==> config.mk <==
export PLATFORM = sky130hd
export DESIGN_NAME = tuc_top
export DESIGN_NICKNAME = d
export VERILOG_FILES = /design/src/rtl/tuc_pkg.sv /design/src/rtl/tuc_run_fsm.sv /design/src/rtl/tuc_prescaler.sv /design/src/rtl/tuc_counter.sv /design/src/rtl/tuc_shadow.sv /design/src/rtl/tuc_top.sv
export SDC_FILE = /design/constraint.sdc
export NUM_CORES = 1
export LEC_CHECK = 0
export BUFFER_PORTS_ARGS = -buffer_cell sky130_fd_sc_hd__buf_2
export CORE_UTILIZATION = 55
export CTS_CLUSTER_SIZE = 10
export DETAILED_ROUTE_END_ITERATION = 8
export PLACE_DENSITY = 0.89
export SYNTH_ARGS = -nofsm -noshare
export SYNTH_HDL_FRONTEND = slang
export SYNTH_SLANG_ARGS = --single-unit
==> constraint.sdc <==
create_clock -name clk -period 8.2 [get_ports clk]
set_input_delay 1.64 -clock clk [delete_from_list [all_inputs] [get_ports clk]]
set_output_delay 1.64 -clock clk [all_outputs]
set_load 0.02 [all_outputs]
==> src/rtl/tuc_pkg.sv <==
package tuc_pkg;
    typedef enum logic [0:0] {
        ST_HALT  = 1'b0,
        ST_COUNT = 1'b1
    } tuc_state_e;
endpackage

==> src/rtl/tuc_run_fsm.sv <==
module tuc_run_fsm
    import tuc_pkg::*;
(
    input  logic clk,
    input  logic rst_n,
    input  logic sw_we,
    input  logic sw_cen,
    input  logic trig_mode,
    input  logic trig_in,
    output logic run
);
    tuc_state_e state_q, state_d;

    always_comb begin
        state_d = state_q;
        unique case (state_q)
            ST_HALT: begin
                if ((sw_we && sw_cen) || (trig_mode && trig_in))
                    state_d = ST_COUNT;
            end
            ST_COUNT: begin
                if (sw_we && !sw_cen && !(trig_mode && trig_in))
                    state_d = ST_HALT;
            end
            default: state_d = ST_HALT;
        endcase
    end

    always_ff @(posedge clk or negedge rst_n) begin
        if (!rst_n) state_q <= ST_HALT;
        else        state_q <= state_d;
    end

    always_comb run = (state_q == ST_COUNT);

    // trigger ignored outside trigger-start mode
    a_r9_trig_ignored: assert property (@(posedge clk) disable iff (!rst_n)
        (state_q == ST_HALT && !sw_we && !trig_mode) |=> (state_q == ST_HALT));
endmodule

==> src/rtl/tuc_prescaler.sv <==
module tuc_prescaler #(
    parameter int PSC_W = 16
) (
    input  logic             clk,
    input  logic             rst_n,
    input  logic             run,
    input  logic             clr,
    input  logic [PSC_W-1:0] lim,
    output logic             tick
);
    localparam logic [PSC_W-1:0] ONE = PSC_W'(1);
    logic [PSC_W-1:0] pc_q;

    always_comb tick = run && (pc_q == lim);

    always_ff @(posedge clk or negedge rst_n) begin
        if (!rst_n)        pc_q <= '0;
        else if (clr)      pc_q <= '0;
        else if (tick)     pc_q <= '0;
        else if (run)      pc_q <= pc_q + ONE;
    end

    // prescaler never exceeds its active limit
    a_r2_psc_in_range: assert property (@(posedge clk) disable iff (!rst_n)
        pc_q <= lim);
endmodule

==> src/rtl/tuc_counter.sv <==
module tuc_counter #(
    parameter int CNT_W = 16
) (
    input  logic             clk,
    input  logic             rst_n,
    input  logic             tick,
    input  logic             down,
    input  logic             reinit,
    input  logic [CNT_W-1:0] arr_cur,
    input  logic [CNT_W-1:0] arr_next,
    output logic [CNT_W-1:0] cnt,
    output logic             ovf,
    output logic             unf
);
    localparam logic [CNT_W-1:0] ONE = CNT_W'(1);
    logic [CNT_W-1:0] cnt_q;

    always_comb begin
        ovf = tick && !down && (cnt_q == arr_cur);
        unf = tick &&  down && (cnt_q == '0);
        cnt = cnt_q;
    end

    always_ff @(posedge clk or negedge rst_n) begin
        if (!rst_n)         cnt_q <= '0;
        else if (reinit)    cnt_q <= down ? arr_next : '0;
        else if (ovf)       cnt_q <= '0;
        else if (unf)       cnt_q <= arr_next;
        else if (tick)      cnt_q <= down ? cnt_q - ONE : cnt_q + ONE;
    end

    // counter holds without a tick or a restart
    a_r2_hold: assert property (@(posedge clk) disable iff (!rst_n)
        (!tick && !reinit) |=> $stable(cnt_q));
    // overflow lands on zero
    a_r3_ovf_zero: assert property (@(posedge clk) disable iff (!rst_n)
        (ovf && !reinit) |=> (cnt_q == '0));
    // underflow lands on the new reload value
    a_r3_unf_reload: assert property (@(posedge clk) disable iff (!rst_n)
        (unf && !reinit) |=> (cnt_q == $past(arr_next)));
endmodule

==> src/rtl/tuc_shadow.sv <==
module tuc_shadow #(
    parameter int          W   = 16,
    parameter logic [W-1:0] RST = '0
) (
    input  logic         clk,
    input  logic         rst_n,
    input  logic         load,
    input  logic [W-1:0] pre,
    output logic [W-1:0] act
);
    always_ff @(posedge clk or negedge rst_n) begin
        if (!rst_n)     act <= RST;
        else if (load)  act <= pre;
    end
endmodule

==> src/rtl/tuc_top.sv <==
module tuc_top #(
    parameter int CNT_W = 16,
    parameter int PSC_W = 16,
    parameter int CC_N  = 4
) (
    input  logic                  clk,
    input  logic                  rst_n,
    input  logic                  ctl_we,
    input  logic                  ctl_cen,
    input  logic                  ctl_udis,
    input  logic                  ctl_urs,
    input  logic                  ctl_down,
    input  logic                  ctl_trig_mode,
    input  logic                  ctl_uie,
    input  logic                  ctl_ude,
    input  logic                  ug_pulse,
    input  logic                  slv_upd,
    input  logic                  trig_in,
    input  logic                  uif_clr,
    input  logic [CNT_W-1:0]      arr_pre,
    input  logic [PSC_W-1:0]      psc_pre,
    input  logic [CC_N*CNT_W-1:0] ccr_pre,
    output logic [CNT_W-1:0]      cnt_o,
    output logic [CNT_W-1:0]      arr_o,
    output logic [PSC_W-1:0]      psc_o,
    output logic [CC_N*CNT_W-1:0] ccr_o,
    output logic                  cen_o,
    output logic                  uev_o,
    output logic                  uif_o,
    output logic                  irq_o,
    output logic                  dma_o
);
    localparam logic [CNT_W-1:0] ARR_RST = '1;

    logic udis_q, urs_q, down_q, tmode_q, uie_q, ude_q;
    logic run, tick, ovf, unf, restart, wrap, uev, req;
    logic [CNT_W-1:0] arr_next;

    always_ff @(posedge clk or negedge rst_n) begin
        if (!rst_n) begin
            udis_q  <= 1'b0;
            urs_q   <= 1'b0;
            down_q  <= 1'b0;
            tmode_q <= 1'b0;
            uie_q   <= 1'b0;
            ude_q   <= 1'b0;
        end else if (ctl_we) begin
            udis_q  <= ctl_udis;
            urs_q   <= ctl_urs;
            down_q  <= ctl_down;
            tmode_q <= ctl_trig_mode;
            uie_q   <= ctl_uie;
            ude_q   <= ctl_ude;
        end
    end

    tuc_run_fsm i_fsm (
        .clk(clk), .rst_n(rst_n), .sw_we(ctl_we), .sw_cen(ctl_cen),
        .trig_mode(tmode_q), .trig_in(trig_in), .run(run)
    );

    always_comb begin
        restart  = ug_pulse || slv_upd;
        wrap     = ovf || unf;
        uev      = !udis_q && (wrap || restart);
        req      = uev && (!urs_q || wrap);
        arr_next = uev ? arr_pre : arr_o;
    end

    tuc_prescaler #(.PSC_W(PSC_W)) i_psc (
        .clk(clk), .rst_n(rst_n), .run(run), .clr(restart),
        .lim(psc_o), .tick(tick)
    );

    tuc_counter #(.CNT_W(CNT_W)) i_cnt (
        .clk(clk), .rst_n(rst_n), .tick(tick), .down(down_q),
        .reinit(restart), .arr_cur(arr_o), .arr_next(arr_next),
        .cnt(cnt_o), .ovf(ovf), .unf(unf)
    );

    tuc_shadow #(.W(CNT_W), .RST(ARR_RST)) i_arr_sh (
        .clk(clk), .rst_n(rst_n), .load(uev), .pre(arr_pre), .act(arr_o)
    );
    tuc_shadow #(.W(PSC_W), .RST('0)) i_psc_sh (
        .clk(clk), .rst_n(rst_n), .load(uev), .pre(psc_pre), .act(psc_o)
    );

    for (genvar g = 0; g < CC_N; g++) begin : g_ccr
        tuc_shadow #(.W(CNT_W), .RST('0)) i_ccr_sh (
            .clk(clk), .rst_n(rst_n), .load(uev),
            .pre(ccr_pre[g*CNT_W +: CNT_W]), .act(ccr_o[g*CNT_W +: CNT_W])
        );
    end

    always_ff @(posedge clk or negedge rst_n) begin
        if (!rst_n) begin
            uev_o <= 1'b0;
            irq_o <= 1'b0;
            dma_o <= 1'b0;
            uif_o <= 1'b0;
        end else begin
            uev_o <= uev;
            irq_o <= req && uie_q;
            dma_o <= req && ude_q;
            if (req)          uif_o <= 1'b1;
            else if (uif_clr) uif_o <= 1'b0;
        end
    end

    always_comb cen_o = run;

    // shadows frozen while updates are disabled
    a_r5_shadow_frozen: assert property (@(posedge clk) disable iff (!rst_n)
        udis_q |=> ($stable(arr_o) && $stable(psc_o) && $stable(ccr_o)));
    // no event while updates are disabled
    a_r5_no_event: assert property (@(posedge clk) disable iff (!rst_n)
        udis_q |=> !uev_o);
    // wraps-only source blocks software and slave requests
    a_r7_urs_filter: assert property (@(posedge clk) disable iff (!rst_n)
        (urs_q && !ovf && !unf) |=> (!irq_o && !dma_o));
    // requests need their enables
    a_r8_irq_enable: assert property (@(posedge clk) disable iff (!rst_n)
        !uie_q |=> !irq_o);
    a_r8_dma_enable: assert property (@(posedge clk) disable iff (!rst_n)
        !ude_q |=> !dma_o);
endmodule

# ---- Yosys cells after proc, flatten, opt, wreduce, memory -nomap -nowiden
# Cells that the tools add are included.
dict set report word_totals {
  reg_bits 139
  latch_bits 0
  ram_bits 0
  rom_bits 0
  input_bits 110
  out_inout_bits 117
  wordCells 67
  memories 0
}
dict set report classes {
  add_sub_neg 3
  mul 0
  div_mod_pow 0
  magnitude_cmp 0
  n_eq_ne 2
  shift 0
  muxes 15
  bitwise_logic 1
  n_reduce_logical 27
}
# operator n
set op_table {}
lappend op_table {{$mux W16} 10}
lappend op_table {{$add A16 B1 Y16 const B} 2}
lappend op_table {{$eq A16 B16 Y1} 2}
lappend op_table {{$logic_not A16 Y1} 1}
lappend op_table {{$sub A16 B1 Y16 const B} 1}
lappend op_table {{$logic_and A1 B1 Y1} 13}
lappend op_table {{$logic_not A1 Y1} 5}
lappend op_table {{$logic_or A1 B1 Y1} 5}
lappend op_table {{$mux W1} 4}
lappend op_table {{$reduce_bool A4 Y1} 1}
lappend op_table {{$reduce_bool A3 Y1} 1}
lappend op_table {{$pmux W1 S2} 1}
lappend op_table {{$reduce_bool A2 Y1} 1}
lappend op_table {{$not A1 Y1} 1}

# ---- Longest topological paths before layout
# Gate-level depths: netlist of run 1.
dict set report depth {
  word_depth 11
  depth_mapped 11
  ltp_nobuf 9
}

# ---- Modules after synthesis
# From an unflattened synthesis of run 1, not the netlist that was laid out.
dict set report unflattened {
  cells_unflattened 579
  area_unflattened_um2 7394.6
}
# mod instances cells_each area_per_inst_um2 seq_area_each_um2
set modules_own_cells {}
lappend modules_own_cells {{tuc_shadow at g_ccr[0].i_ccr_sh ...} 5 34 649.4 400.4}
lappend modules_own_cells {tuc_counter 1 211 1716.6 400.4}
lappend modules_own_cells {tuc_prescaler 1 117 1096.1 400.4}
lappend modules_own_cells {{tuc_shadow at i_arr_sh} 1 34 669.4 420.4}
lappend modules_own_cells {tuc_top 1 44 624.3 250.2}
lappend modules_own_cells {tuc_run_fsm 1 3 41.3 25.0}

# ---- Worst setup path before layout of run 1
# Ideal clock, no wire load.
dict set report synth_path {
  kind {input port to flip-flop}
  start {input slv_upd}
  end {register i_cnt.cnt_q[10] (netlist: i_cnt.cnt[10])}
  setup_time_ns 0.083
  t_arrival_ns 3.032
  required_ns 8.117
  path_slack_ns 5.085
  path_stages 6
  n_path_buf 2
  path_cell_list {or2_2 -> clkbuf_1 -> a21oi_1 -> clkbuf_1 -> a22oi_1 -> o21ai_0}
}
dict set report synth_between {
  elab_chain_len 7
  elab_cells_between_ends 9
  classes_between {5 x mux; 4 x reduce/logical}
}
# element line_no
set synth_lines {}
lappend synth_lines {{start, declared} tuc_top.sv:17} ;# input logic slv_upd,
lappend synth_lines {{$logic_or A1 B1 Y1 (*)} tuc_top.sv:63} ;# restart = ug_pulse || slv_upd;
lappend synth_lines {{$logic_or A1 B1 Y1} tuc_top.sv:65} ;# uev = !udis_q && (wrap || restart);
lappend synth_lines {{$logic_and A1 B1 Y1} tuc_top.sv:65}
lappend synth_lines {{$mux W16} -}
lappend synth_lines {{$mux W16} tuc_counter.sv:28} ;# else if (unf) cnt_q <= arr_next;
lappend synth_lines {{$mux W16} tuc_counter.sv:27} ;# else if (ovf) cnt_q <= '0;
lappend synth_lines {{$mux W16} tuc_counter.sv:26} ;# else if (reinit) cnt_q <= down ? arr_next : '0;
lappend synth_lines {{end signal, assigned} tuc_counter.sv:26}
lappend synth_lines {{end signal, assigned} tuc_counter.sv:28}
lappend synth_lines {{end signal, assigned} tuc_counter.sv:29} ;# else if (tick) cnt_q <= down ? cnt_q - ONE : cnt_q + ONE;
lappend synth_lines {{end, declared} tuc_counter.sv:16} ;# logic [CNT_W-1:0] cnt_q;
# Mark *: on every way between the ends. The rest lies on a longest branch, timed or not.
# A chain may end at the register's enable or synchronous reset.

# ---- Worst setup path in the final report of run 1
dict set report layout_path {
  start {register i_arr_sh.act[15]}
  end {register i_cnt.cnt_q[14] (netlist: i_cnt.cnt[14])}
}
dict set report layout_between {
  elab_chain_len 9
  elab_cells_between_ends 11
  classes_between {1 x eq/ne; 5 x mux; 5 x reduce/logical}
}
# element line_no
set layout_lines {}
lappend layout_lines {{start, declared} tuc_shadow.sv:9} ;# output logic [W-1:0] act
lappend layout_lines {{start signal, assigned} tuc_shadow.sv:13} ;# else if (load) act <= pre;
lappend layout_lines {{$eq A16 B16 Y1 (*)} tuc_counter.sv:19} ;# ovf = tick && !down && (cnt_q == arr_cur);
lappend layout_lines {{$logic_and A1 B1 Y1 (*)} tuc_counter.sv:19}
lappend layout_lines {{$logic_or A1 B1 Y1 (*)} tuc_top.sv:64} ;# wrap = ovf || unf;
lappend layout_lines {{$logic_or A1 B1 Y1 (*)} tuc_top.sv:65}
lappend layout_lines {{$logic_and A1 B1 Y1 (*)} tuc_top.sv:65}
lappend layout_lines {{$mux W16 (*)} -}
lappend layout_lines {{net arr_next[14]} tuc_top.sv:37} ;# logic [CNT_W-1:0] arr_next;
lappend layout_lines {{$mux W16} tuc_counter.sv:28}
lappend layout_lines {{$mux W16} tuc_counter.sv:27}
lappend layout_lines {{$mux W16 (*)} tuc_counter.sv:26}
# Mark *: on every way through the listed nets, which the timed path passes. The rest lies on a longest branch.

==> out/metrics.yaml, run 1 <==
status:
  status: "finished, final reports clean"
cts:
  clock_sinks: 139
  path_clk_slew_ps: 60
  h-tree-depth: 4
  root_buffer: "clkbuf_16"
  cts_resized: 0
  clk_latency_ps: 420
  cts_tree: "yes"
  cts.path.max_buffers: 2
  post_cts_buffers: 0
  hold_buffers: 0
  numCtsBuffers: 17
timing:
  hold_violations: 0
  setup_tns_ps: 0
  period_share_pct: 46.7
  max_slew.worst_pin.slew_ps: 970
  clock_skew_ps: 15.4
  min_period_ps: 3830
  setup_violations: 0
  fmax_ghz: 0.261
  layout_setup_ws_ps: 4370
  rsz0062_at_grt: "no"
  max-slew-margin-rel_pct: 35.4
  finalMaxSlewViolations: 0
finish:
  multi_input_area_um2: 3270
  finalNonFillerCells: 971
  regArea_um2: 3500
  n_fill_cell: 859
  area_growth_pct: 25.8
  finalInstanceArea_um2: 8800
  drive_gt1_share_pct: 48.9
  nNetsFinal: 915
logic_synthesis:
  synth_simple_gate_area_share_pct: 8.94
  synth_area_leaders: "dfrtp_1 44%, mux2_2 14%, dfstp_2 6.0%"
  synthMuxAreaShare_pct: 19.4
  synth_edf_count: 0
  synthAdderAreaFrac_pct: 2.97
  syn_avg_cell_area_um2: 12.4
  synth_top_family_by_area: "multiplexers"
  synth_compound_area_share_pct: 7.99
  syn_inst: 563
  yosys_warnings: 0
  synth_top_cell_area_share_pct: 44.0
  yosysSeqAreaShare_pct: 50.0
  synth_xor_xnor_area_share_pct: 7.51
  synth.distinct_cells: 59
  ys_ff_latch: 139
  synthFlopType: "dfrtp_1"
  async_reset_ff_share_pct: 100
  synth_top_area_cell: "dfrtp_1"
  synth_area_um2: 7000
  syn_nets: 689
place:
  dp_hpwl_mm: 12.3
  placed_area_um2: 8170
  dp_slack_ps: 4400
  dp.cells: 938
  io_buffers: 226
  gp_congestion: 0.909
worst_setup_path:
  cp.required_ps: 8500
  critPathMaxFanout: 58
  timing.rr.start: "i_arr_sh.act[15]"
  regToRegEndpoint: "i_cnt.cnt[14]"
  worstSetupStartpointType: "flip-flop"
  path_class: "flip-flop to flip-flop"
  slowest_delay_ps: 700
  crit_slowest_cell: "nor4_1"
  critical_path_arrival_ps: 4130
  path_cells: "xnor2_1 > nand4_1 > nor4_1 > nand4_1 > a31oi_4 > buf_4 > mux2_2 > and2_0 > or3_1"
  rr_worst_depth: 9
  ff2ff_setup_slack_ps: 4370
  worstSetupStartpoint: "i_arr_sh.act[15]"
  end_kind: "flip-flop"
  cp_common_cell: "nand4_1"
routing:
  viasPerCell: 5.63
  drc: 0
  drtPass1Iterations: 4
  wl_mm: 17.3
  wl_per_cell_um: 17.8
  vias: 5468
  drt_iter0_markers: 254
  antenna_left: 0
die:
  rows: 40
  dieArea_um2: 13200
  core-area_um2: 12200
  io_pins: 227
  start_util_pct: 57.3
  die-width_um: 115
  die_h_um: 115
global_routing:
  overflow: 0
  grt_use_total_pct: 27.5
  first_global_vias: 5742
  grt_pass1_wl_mm: 27.7
  antenna_found_initial: 0
  grt_max_degree: 71
worst_hold_path:
  hold_path_startpoint: "g_ccr[0].i_ccr_sh.act[13]"
  whs_path_depth: 1
  min_path_type: "flip-flop to flip-flop"
  hold_end: "g_ccr[0].i_ccr_sh.act[13]"
power_and_ir_drop:
  power_density_nw_per_um2: 287
  peakVddDrop_uv: 151
  leakagePower_nw: 4.12
run:
  drv_cap: 0
metrics by stage:
step,power (W),hold slack (ps),utilization [%]
floorplan,0.00148,457,-
global placement,0.00170,481,66.9
detailed placement,0.00173,491,66.9
CTS,0.00254,504,72.1
global route,0.00264,517,72.1
finish,0.00253,499,72.1
critical path, delay by kind of cell, from the launching register on:
kind / cells / cell delay [ps]
compound gates: 1 / 270
xor+xnor: 1 / 170
buf+inv: 1 / 640
flops: 1 / 570
mux: 1 / 420
simple gates: 5 / 1640
kinds of logic after synthesis:
family,count (synthesis)
buffers and inverters,28
AND/OR/NAND/NOR,129
adder cells (fa/ha/maj),16
AO/OA/AOI/OAI,75
flip-flops,139
multiplexers,116
XOR/XNOR,60
worst max path at each step:
stage | endpoint | slack, ps
3_5_place_dp | i_cnt.cnt[14] | 4400
2_1_floorplan | i_cnt.cnt[10] | 5090
4_1_cts | i_cnt.cnt[14] | 4390
6_report | i_cnt.cnt[14] | 4370
5_1_grt | i_cnt.cnt[14] | 4150
3_3_place_gp | i_cnt.cnt[14] | 4450
metal layers:
layer  vias up  wire length, µm  global-route usage [%]
met5         -                0                       0
li1       2473                -                       -
met3        40              971                    5.69
met4         0              431                    13.9
met2       218             8890                    47.0
met1      2737             6970                    33.2
layout by cell type, fill, tap and decap left out, types with 4 or more instances in the layout:
| cell | n |
|---|---|
| nand4_1 | 9 |
| xnor2_1 | 37 |
| a221o_1 | 8 |
| inv_1 | 4 |
| dfrtp_1 | 123 |
| dfstp_2 | 16 |
| mux2_4 | 17 |
| xor2_1 | 23 |
| clkinv_4 | 4 |
| buf_4 | 5 |
| nor3_1 | 5 |
| mux2i_1 | 11 |
| ha_1 | 15 |
| o21ai_0 | 13 |
| o211ai_1 | 4 |
| buf_2 | 225 |
| a21o_1 | 6 |
| clkbuf_16 | 17 |
| and3_1 | 5 |
| nor2_1 | 44 |
| nand2_1 | 34 |
| a21oi_1 | 12 |
| nand3_1 | 12 |
| nand2b_1 | 5 |
| mux2_2 | 87 |
| a211oi_1 | 8 |
power breakdown:
group / internal [W] / total, W / switching (W)
clock: 0.000506 / 0.000802 / 0.000296
combinational: 0.000352 / 0.000800 / 0.000448
sequential: 0.000811 / 0.000925 / 0.000114
total: 0.00167 / 0.00253 / 0.000858
synth_stat cells, types with 4 or more instances:
cell type and instances:
nand3_1 12, mux2_2 87, nand2_1 34, dfstp_2 16, a211oi_1 8, a221o_1 8, nor3_1 5, buf_12 4
mux2_4 17, nand2b_1 5, clkbuf_1 6, mux2i_1 11, and3_1 5, xor2_1 23, o211ai_1 4, ha_1 15
a21oi_1 12, dfrtp_1 123, nand4_1 9, inv_1 4, buf_2 5, xnor2_1 37, buf_6 5, nor2_1 44
a21o_1 6, o21ai_0 13
layout make-up:
| type | instances | share of cell area [%] |
|---|---|---|
| sequential | 139 | 39.7 |
| multi-input combinational | 396 | 37.2 |
| timing repair buffer | 231 | 13.3 |
| clock buffer | 20 | 5.30 |
| tap | 168 | 2.39 |
| clock inverter | 12 | 1.85 |
| inverter | 4 | 0.171 |
| antenna | 1 | 0.0284 |
sequential cells by signal (all words and copies together), names as in the netlist:
register,flops
udis_q,1
tmode_q,1
ude_q,1
uie_q,1
i_psc.pc_q,16
i_cnt.cnt,16
urs_q,1
irq_o,1
i_psc_sh.act,16
uev_o,1
dma_o,1
down_q,1
i_arr_sh.act,16
i_fsm.run,1
uif_o,1
g_ccr.i_ccr_sh.act,64
Note: power is estimated with default switching activity, not from simulation.
==> run 2, diff against run 1 <==
--- a/config.mk
+++ b/config.mk
@@ -5,11 +5,12 @@
 export SDC_FILE = /design/constraint.sdc
 export NUM_CORES = 1
 export LEC_CHECK = 0
+export ABC_AREA = 1
 export BUFFER_PORTS_ARGS = -buffer_cell sky130_fd_sc_hd__buf_2
-export CORE_UTILIZATION = 55
+export CORE_UTILIZATION = 52
 export CTS_CLUSTER_SIZE = 10
 export DETAILED_ROUTE_END_ITERATION = 8
-export PLACE_DENSITY = 0.89
+export PLACE_DENSITY = 0.84
 export SYNTH_ARGS = -nofsm -noshare
 export SYNTH_HDL_FRONTEND = slang
 export SYNTH_SLANG_ARGS = --single-unit
==> constraint.sdc (replaced) <==
create_clock -name clk -period 3.85 [get_ports clk]
set_input_delay 0.77 -clock clk [delete_from_list [all_inputs] [get_ports clk]]
set_output_delay 0.77 -clock clk [all_outputs]
set_load 0.02 [all_outputs]
==> run 2 against run 1 <==
Compared with the run above: critical path depth grew 6; synthesized cell count grew 76%; clock-buffer cell count shrank 3; worst hold slack lost 150 ps; die area grew 11%; worst setup slack lost 3400 ps; global-route usage grew 1.1 points; sequential share of layout area shrank 1.8 points; clock power grew 100%; via count grew 34%; largest cell class unchanged.
==> out/metrics.yaml, run 2 <==
place:
  dp.cells: 1371  # +46%
  io_buffers: 226  # unchanged
  dp_hpwl_mm: 14.5  # +18%
  dp_slack_ps: 1020  # -3380 ps
  gp_congestion: 0.928  # +2.1%
logic_synthesis:
  synth_top_area_cell: "dfrtp_1"
  yosysSeqAreaShare_pct: 47.5  # -2.5 points
  syn_nets: 1115  # +62%
  ys_ff_latch: 139  # unchanged
  syn_avg_cell_area_um2: 7.45  # -40%
  async_reset_ff_share_pct: 100  # unchanged
  yosysMostFrequentCell: "nand2_1"
  synth.distinct_cells: 42  # -29%
  synth_area_leaders: "dfrtp_1 42%, nand2_1 23%, dfstp_2 5.7%"
  ys_top_cells_by_count: "446 x nand2_1, 123 x dfrtp_1, 76 x inv_1"
  synth_edf_count: 0  # unchanged
  synthFlopType: "dfrtp_1"
  synth_top_cell_area_share_pct: 41.8  # -2.2 points
  syn_inst: 989  # +76%
  synth_area_um2: 7360  # +5.2%
  yosys_warnings: 0  # unchanged
finish:
  largest-register: "g_ccr.i_ccr_sh.act"
  finalNonFillerCells: 1404  # +45%
  nNetsFinal: 1336  # +46%
  final_common_cell: "nand2_1"
  final_cell_mix: "446 x nand2_1, 225 x buf_2, 123 x dfrtp_1"
  area_growth_pct: 25.3
  largest_reg_flops: 64  # unchanged
  drive_gt1_share_pct: 26.0  # -23 points
die:
  start_util_pct: 53.3  # -4.1 points
  dieArea_um2: 14600  # +11%
  core-area_um2: 13800  # +13%
  die_h_um: 121  # +5.4%
  rows: 43  # +7.5%
  die-width_um: 121  # +5.4%
  io_pins: 227  # unchanged
cts:
  clk_latency_ps: 420  # about the same
  post_cts_buffers: 0  # unchanged
  h-tree-depth: 4  # unchanged
  root_buffer: "clkbuf_16"
  clock_sinks: 139  # unchanged
  cts_resized: 0  # unchanged
  numCtsBuffers: 17  # unchanged
  cts_tree: "yes"
  hold_buffers: 0  # unchanged
  cts.path.max_buffers: 2  # unchanged
  path_clk_slew_ps: 60  # about the same
worst_setup_path:
  ff2ff_setup_slack_ps: 1000  # -3370 ps
  critPathMaxFanout: 87  # +50%
  regToRegEndpoint: "i_cnt.cnt[9]"
  end_kind: "flip-flop"
  rr_worst_depth: 15  # +6
  path_class: "flip-flop to flip-flop"
  critical_path_arrival_ps: 3150  # -980 ps
  cp.required_ps: 4150  # -4350 ps
  timing.rr.start: "i_cnt.cnt[15]"
  worstSetupStartpointType: "flip-flop"
global_routing:
  grt_pass1_wl_mm: 32.9  # +19%
  grt_use_total_pct: 28.6  # +1.1 points
  grt_max_degree: 88  # +24%
  antenna_found_initial: 1  # +1
  first_global_vias: 6898  # +20%
  overflow: 0  # unchanged
power_and_ir_drop:
  total_power_w: 0.00488  # +93%
  peakVddDrop_uv: 377  # +150%
  leakagePower_nw: 5.16  # +25%
  power_density_nw_per_um2: 528  # +84%
timing:
  setup_violations: 0  # unchanged
  layout_setup_ws_ps: 1000  # -3370 ps
  rsz0062_at_grt: "no"
  clock_skew_ps: 7.35  # -8.06 ps
  max-slew-margin-rel_pct: 37.4  # +2.1 points
  hold_violations: 0  # unchanged
  finalMaxSlewViolations: 0  # unchanged
  max_slew.worst_pin.slew_ps: 938  # -31.2 ps
  hold-worst-slack_ps: 348  # -151 ps
  period_share_pct: 74.0  # +27 points
  min_period_ps: 2850  # -982 ps
  fmax_ghz: 0.351  # +34%
  setup_tns_ps: 0  # unchanged
run:
  drv_cap: 0  # unchanged
routing:
  vias: 7334  # +34%
  drc: 0  # unchanged
  antenna_left: 0  # unchanged
  wl_mm: 20.2  # +17%
  wl_per_cell_um: 14.4  # -19%
  drtPass1Iterations: 6  # +2
  viasPerCell: 5.22  # -7.2%
  drt_iter0_markers: 386  # +52%
worst_hold_path:
  min_path_type: "input port to asynchronous set/reset pin"
status:
  status: "finished, final reports clean"
run 2: cell count changes after synthesis, sizes merged, moves of 27 or more:
cell and delta:
nand2 +418, mux2 -103, inv +84, nand3 +50, nor2 +27, xnor2 -27
run 2: through the flow:
| stage | utilization, % | area (µm²) |
|---|---|---|
| 6_report | 66.7 | 9230 |
| 5_1_grt | 66.7 | 9230 |
| 4_1_cts | 66.7 | 9230 |
| 3_5_place_dp | 62.5 | 8640 |
| 3_3_place_gp | 62.5 | 8640 |
| 2_1_floorplan | - | 7360 |
run 2: kinds of logic (layout without fill, tap and decap cells):
| family | Yosys count | after routing | synth area share, % |
|---|---|---|---|
| simple gates | 609 | 609 | 33.8 |
| flops | 139 | 139 | 47.5 |
| buf+inv | 122 | 356 | 6.98 |
| compound gates | 79 | 79 | 5.91 |
| xor+xnor | 22 | 22 | 2.62 |
| fa+ha+maj | 16 | 16 | 2.82 |
| mux | 2 | 2 | 0.306 |
| other cells | 0 | 1 | 0 |
run 2: where the power goes:
part,leakage (nW),switching (W),total [W],internal [W]
logic,3.17,0.000894,0.00137,0.000480
clock network,0.286,0.000675,0.00164,0.000965
registers,1.71,0.000184,0.00186,0.00168
run 2: worst max-delay path, cell delays in order (launching register included):
cell	delay [ps]
dfrtp_1	430
nor2_2	190
nand2_1	90
nor2_1	90
nand2_1	70
nor2_1	140
nand4_2	430
nand3_2	260
nand2_4	60
buf_4	410
nand2_1	210
nand3_1	90
nand2_1	70
nand2_1	50
nand2_1	50
nand2_1	60
run 2: cell type report:
class / instances / area [µm²]
Clock inverter: 15 / 163
Tap cell: 180 / 225
Sequential cell: 139 / 3500
Antenna cell: 1 / 2.50
Multi-Input combinational cell: 728 / 3350
Fill cell: 1154 / 4600
Timing Repair Buffer: 235 / 1230
Clock buffer: 17 / 425
Inverter: 89 / 334
run 2: worst max path at each step:
stage,from,to,slack [ps],cells after the start
floorplan,down_q,i_cnt.cnt[12],1730,12
global placement,i_cnt.cnt[15],i_cnt.cnt[6],1110,15
detailed placement,i_cnt.cnt[15],i_cnt.cnt[9],1020,15
CTS,i_cnt.cnt[15],i_cnt.cnt[9],980,15
global route,i_cnt.cnt[15],i_cnt.cnt[10],740,15
finish,i_cnt.cnt[15],i_cnt.cnt[9],1000,15
run 2: routing by layer:
| layer | global-route usage (%) | vias to the layer above | routed length [µm] |
|---|---|---|---|
| li1 | - | 3543 | - |
| met1 | 36.8 | 3412 | 8250 |
| met2 | 46.5 | 331 | 9830 |
| met3 | 5.40 | 48 | 1380 |
| met4 | 13.7 | 0 | 721 |
| met5 | 0 | - | 0 |
==> run 3, diff against run 2 <==
==> constraint.sdc (replaced) <==
create_clock -name clk -period 2.8 [get_ports clk]
set_input_delay 0.56 -clock clk [delete_from_list [all_inputs] [get_ports clk]]
set_output_delay 0.56 -clock clk [all_outputs]
set_load 0.02 [all_outputs]
==> run 3 against run 2 <==
Compared with the run above: maximum frequency rose by 16%; die area unchanged; clock power increased by 39%; wire length down 0.13%; via count shrank 0.56%; highest routed layer unchanged; combinational power is 38% higher; non-clock buffer count up 8; clock skew is 4.8 ps higher; global-route usage increased by 0.14 points; largest cell class unchanged; register-to-register slack got worse by 660 ps; cell area rose by 1.0%; worst setup slack worse by 660 ps.
==> out/metrics.yaml, run 3 (synthesis results as in run 2) <==
status:
  status: "finished, final reports clean"
cts:
  clock_sinks: 139  # unchanged
  cts_resized: 0  # unchanged
  h-tree-depth: 4  # unchanged
  post_cts_buffers: 0  # unchanged
  cts_tree: "yes"
  path_clk_slew_ps: 60  # about the same
  root_buffer: "clkbuf_16"
  hold_buffers: 0  # unchanged
  cts.path.max_buffers: 2  # unchanged
  numCtsBuffers: 17  # unchanged
  clk_latency_ps: 420  # about the same
routing:
  vias: 7293  # -0.56%
  viasPerCell: 5.17  # -1.1%
  wl_per_cell_um: 14.3  # -0.70%
  drtPass1Iterations: 5  # -1
  drt_iter0_markers: 450  # +17%
  antenna_left: 0  # unchanged
  wl_mm: 20.2  # -0.13%
  drc: 0  # unchanged
timing:
  rsz0062_at_grt: "no"
  max-slew-margin-rel_pct: 57.1  # +20 points
  finalMaxSlewViolations: 0  # unchanged
  max_slew.worst_pin.slew_ps: 643  # -295 ps
  setup_violations: 0  # unchanged
  setup_tns_ps: 0  # unchanged
  min_period_ps: 2460  # -389 ps
  fmax_ghz: 0.406  # +16%
  hold_violations: 0  # unchanged
  period_share_pct: 87.9  # +14 points
  clock_skew_ps: 12.1  # +4.76 ps
  layout_setup_ws_ps: 339  # -661 ps
global_routing:
  antenna_found_initial: 1  # unchanged
  grt_use_total_pct: 28.8  # +0.14 points
  grt_max_degree: 69  # -22%
  first_global_vias: 6916  # +0.26%
  overflow: 0  # unchanged
  grt_pass1_wl_mm: 32.7  # -0.54%
power_and_ir_drop:
  power_density_nw_per_um2: 722  # +37%
  pwr-share-comb_pct: 28.1  # about the same
  p_switching_w: 0.00240  # +37%
  netSwitchingFraction_pct: 35.6  # -0.38 points
  clockPowerShare_pct: 33.8  # +0.2 points
  seqPwrFrac_pct: 38.1  # about the same
  p_int_w: 0.00434  # +39%
  leakagePower_nw: 5.21  # +0.97%
  peakVddDrop_uv: 461  # +22%
place:
  placed_area_um2: 8710  # +0.84%
  gp_congestion: 0.937  # +0.99%
  dp_hpwl_mm: 14.8  # +1.7%
  io_buffers: 226  # unchanged
  dp.cells: 1379  # +0.58%
  dp_slack_ps: 269  # -750 ps
finish:
  largest_reg_flops: 64  # unchanged
  finalInstanceArea_um2: 9330  # +1.0%
  final_cell_mix: "446 x nand2_1, 225 x buf_2, 123 x dfrtp_1"
  final_common_cell: "nand2_1"
  finalNonFillerCells: 1412  # +0.57%
  largest-register: "g_ccr.i_ccr_sh.act"
  final_util_pct: 67.4  # +0.70 points
  nNetsFinal: 1344  # +0.60%
  area_growth_pct: 26.6
  n_fill_cell: 1129  # -2.2%
  drive_gt1_share_pct: 26.4  # +0.40 points
worst_setup_path:
  critPathMaxFanout: 56  # -36%
  ff2ff_setup_slack_ps: 340  # -660 ps
  end_kind: "flip-flop"
  path_cells: "inv_2 > nand2_1 > nand2_1 > nor2_1 > nand2_1 > nor2_2 > nand2_1 > nor2_2 > nand2_2 > nand3_2 > nand2_8 > inv_2 > buf_12 > nand2_1 > o21ai_0"
  crit_slowest_cell: "dfrtp_1"
  regToRegEndpoint: "i_psc_sh.act[10]"
  worstSetupStartpointType: "flip-flop"
  rr_worst_depth: 15  # unchanged
  slowest_delay_ps: 460  # +30 ps
  critical_path_arrival_ps: 2810  # -340 ps
  cp_common_cell: "nand2_1"
  timing.rr.start: "i_psc.pc_q[7]"
  path_class: "flip-flop to flip-flop"
  cp.required_ps: 3150  # -1000 ps
die:
  io_pins: 227  # unchanged
  die_h_um: 121  # unchanged
  core-area_um2: 13800  # unchanged
  die-width_um: 121  # unchanged
  start_util_pct: 53.3  # unchanged
  rows: 43  # unchanged
  dieArea_um2: 14600  # unchanged
worst_hold_path:
  min_path_type: "input port to asynchronous set/reset pin"
run:
  drv_cap: 0  # unchanged
-- run 3: changes by cell type in the layout (fill, tap and decap cells not counted), sizes merged --
| cell | change |
|---|---|
| clkbuf | +2 |
| inv | +1 |
| clkinv | -2 |
| clkinvlp | -1 |
| buf | +8 |
-- run 3: worst max-delay path: cells and delay by family, from the launching register on --
| family | cells | cell delay, ps |
|---|---|---|
| simple gates | 11 | 1300 |
| buf+inv | 3 | 540 |
| flops | 1 | 460 |
| compound gates | 1 | 70 |
-- run 3: cell type report --
cell class / instances / area (µm²) / area share (%)
Timing Repair Buffer: 243 / 1310 / 14.0
Sequential cell: 139 / 3500 / 37.5
Antenna cell: 1 / 2.50 / 0.0268
Clock inverter: 13 / 156 / 1.68
Tap cell: 180 / 225 / 2.42
Multi-Input combinational cell: 728 / 3360 / 36.0
Clock buffer: 19 / 443 / 4.75
Inverter: 89 / 334 / 3.58
-- run 3: power by group through the flow --
stage          clock (W)  combinational [W]  sequential [W]
2_1_floorplan          0           0.000926         0.00287
3_3_place_gp           0            0.00185         0.00258
3_5_place_dp           0            0.00189         0.00258
4_1_cts          0.00231            0.00189         0.00256
5_1_grt          0.00241            0.00211         0.00260
6_report         0.00228            0.00189         0.00256
-- run 3: metal layers --
metal | GRT usage, % | vias to the layer above | routed length, µm
li1 | - | 3546 | -
met1 | 35.3 | 3400 | 8250
met2 | 48.0 | 293 | 10000
met3 | 6.16 | 54 | 1280
met4 | 13.8 | 0 | 627
met5 | 0 | - | 0
-- run 3: worst max-delay path by stage --
stage,startpoint,to,cells after the start
after floorplan,down_q,i_cnt.cnt[12],12
after global placement,i_arr_sh.act[13],i_cnt.cnt[15],14
after detailed placement,i_arr_sh.act[13],i_cnt.cnt[14],14
after CTS,i_arr_sh.act[13],i_cnt.cnt[14],14
after global routing,i_arr_sh.act[7],i_psc_sh.act[1],15
final,i_psc.pc_q[7],i_psc_sh.act[10],15
-- run 3: through the flow --
stage | power [W] | hold slack, ps
CTS | 0.00677 | 158
finish | 0.00674 | 121
floorplan | 0.00380 | 264
global placement | 0.00443 | 458
global route | 0.00712 | 188
detailed placement | 0.00447 | 462
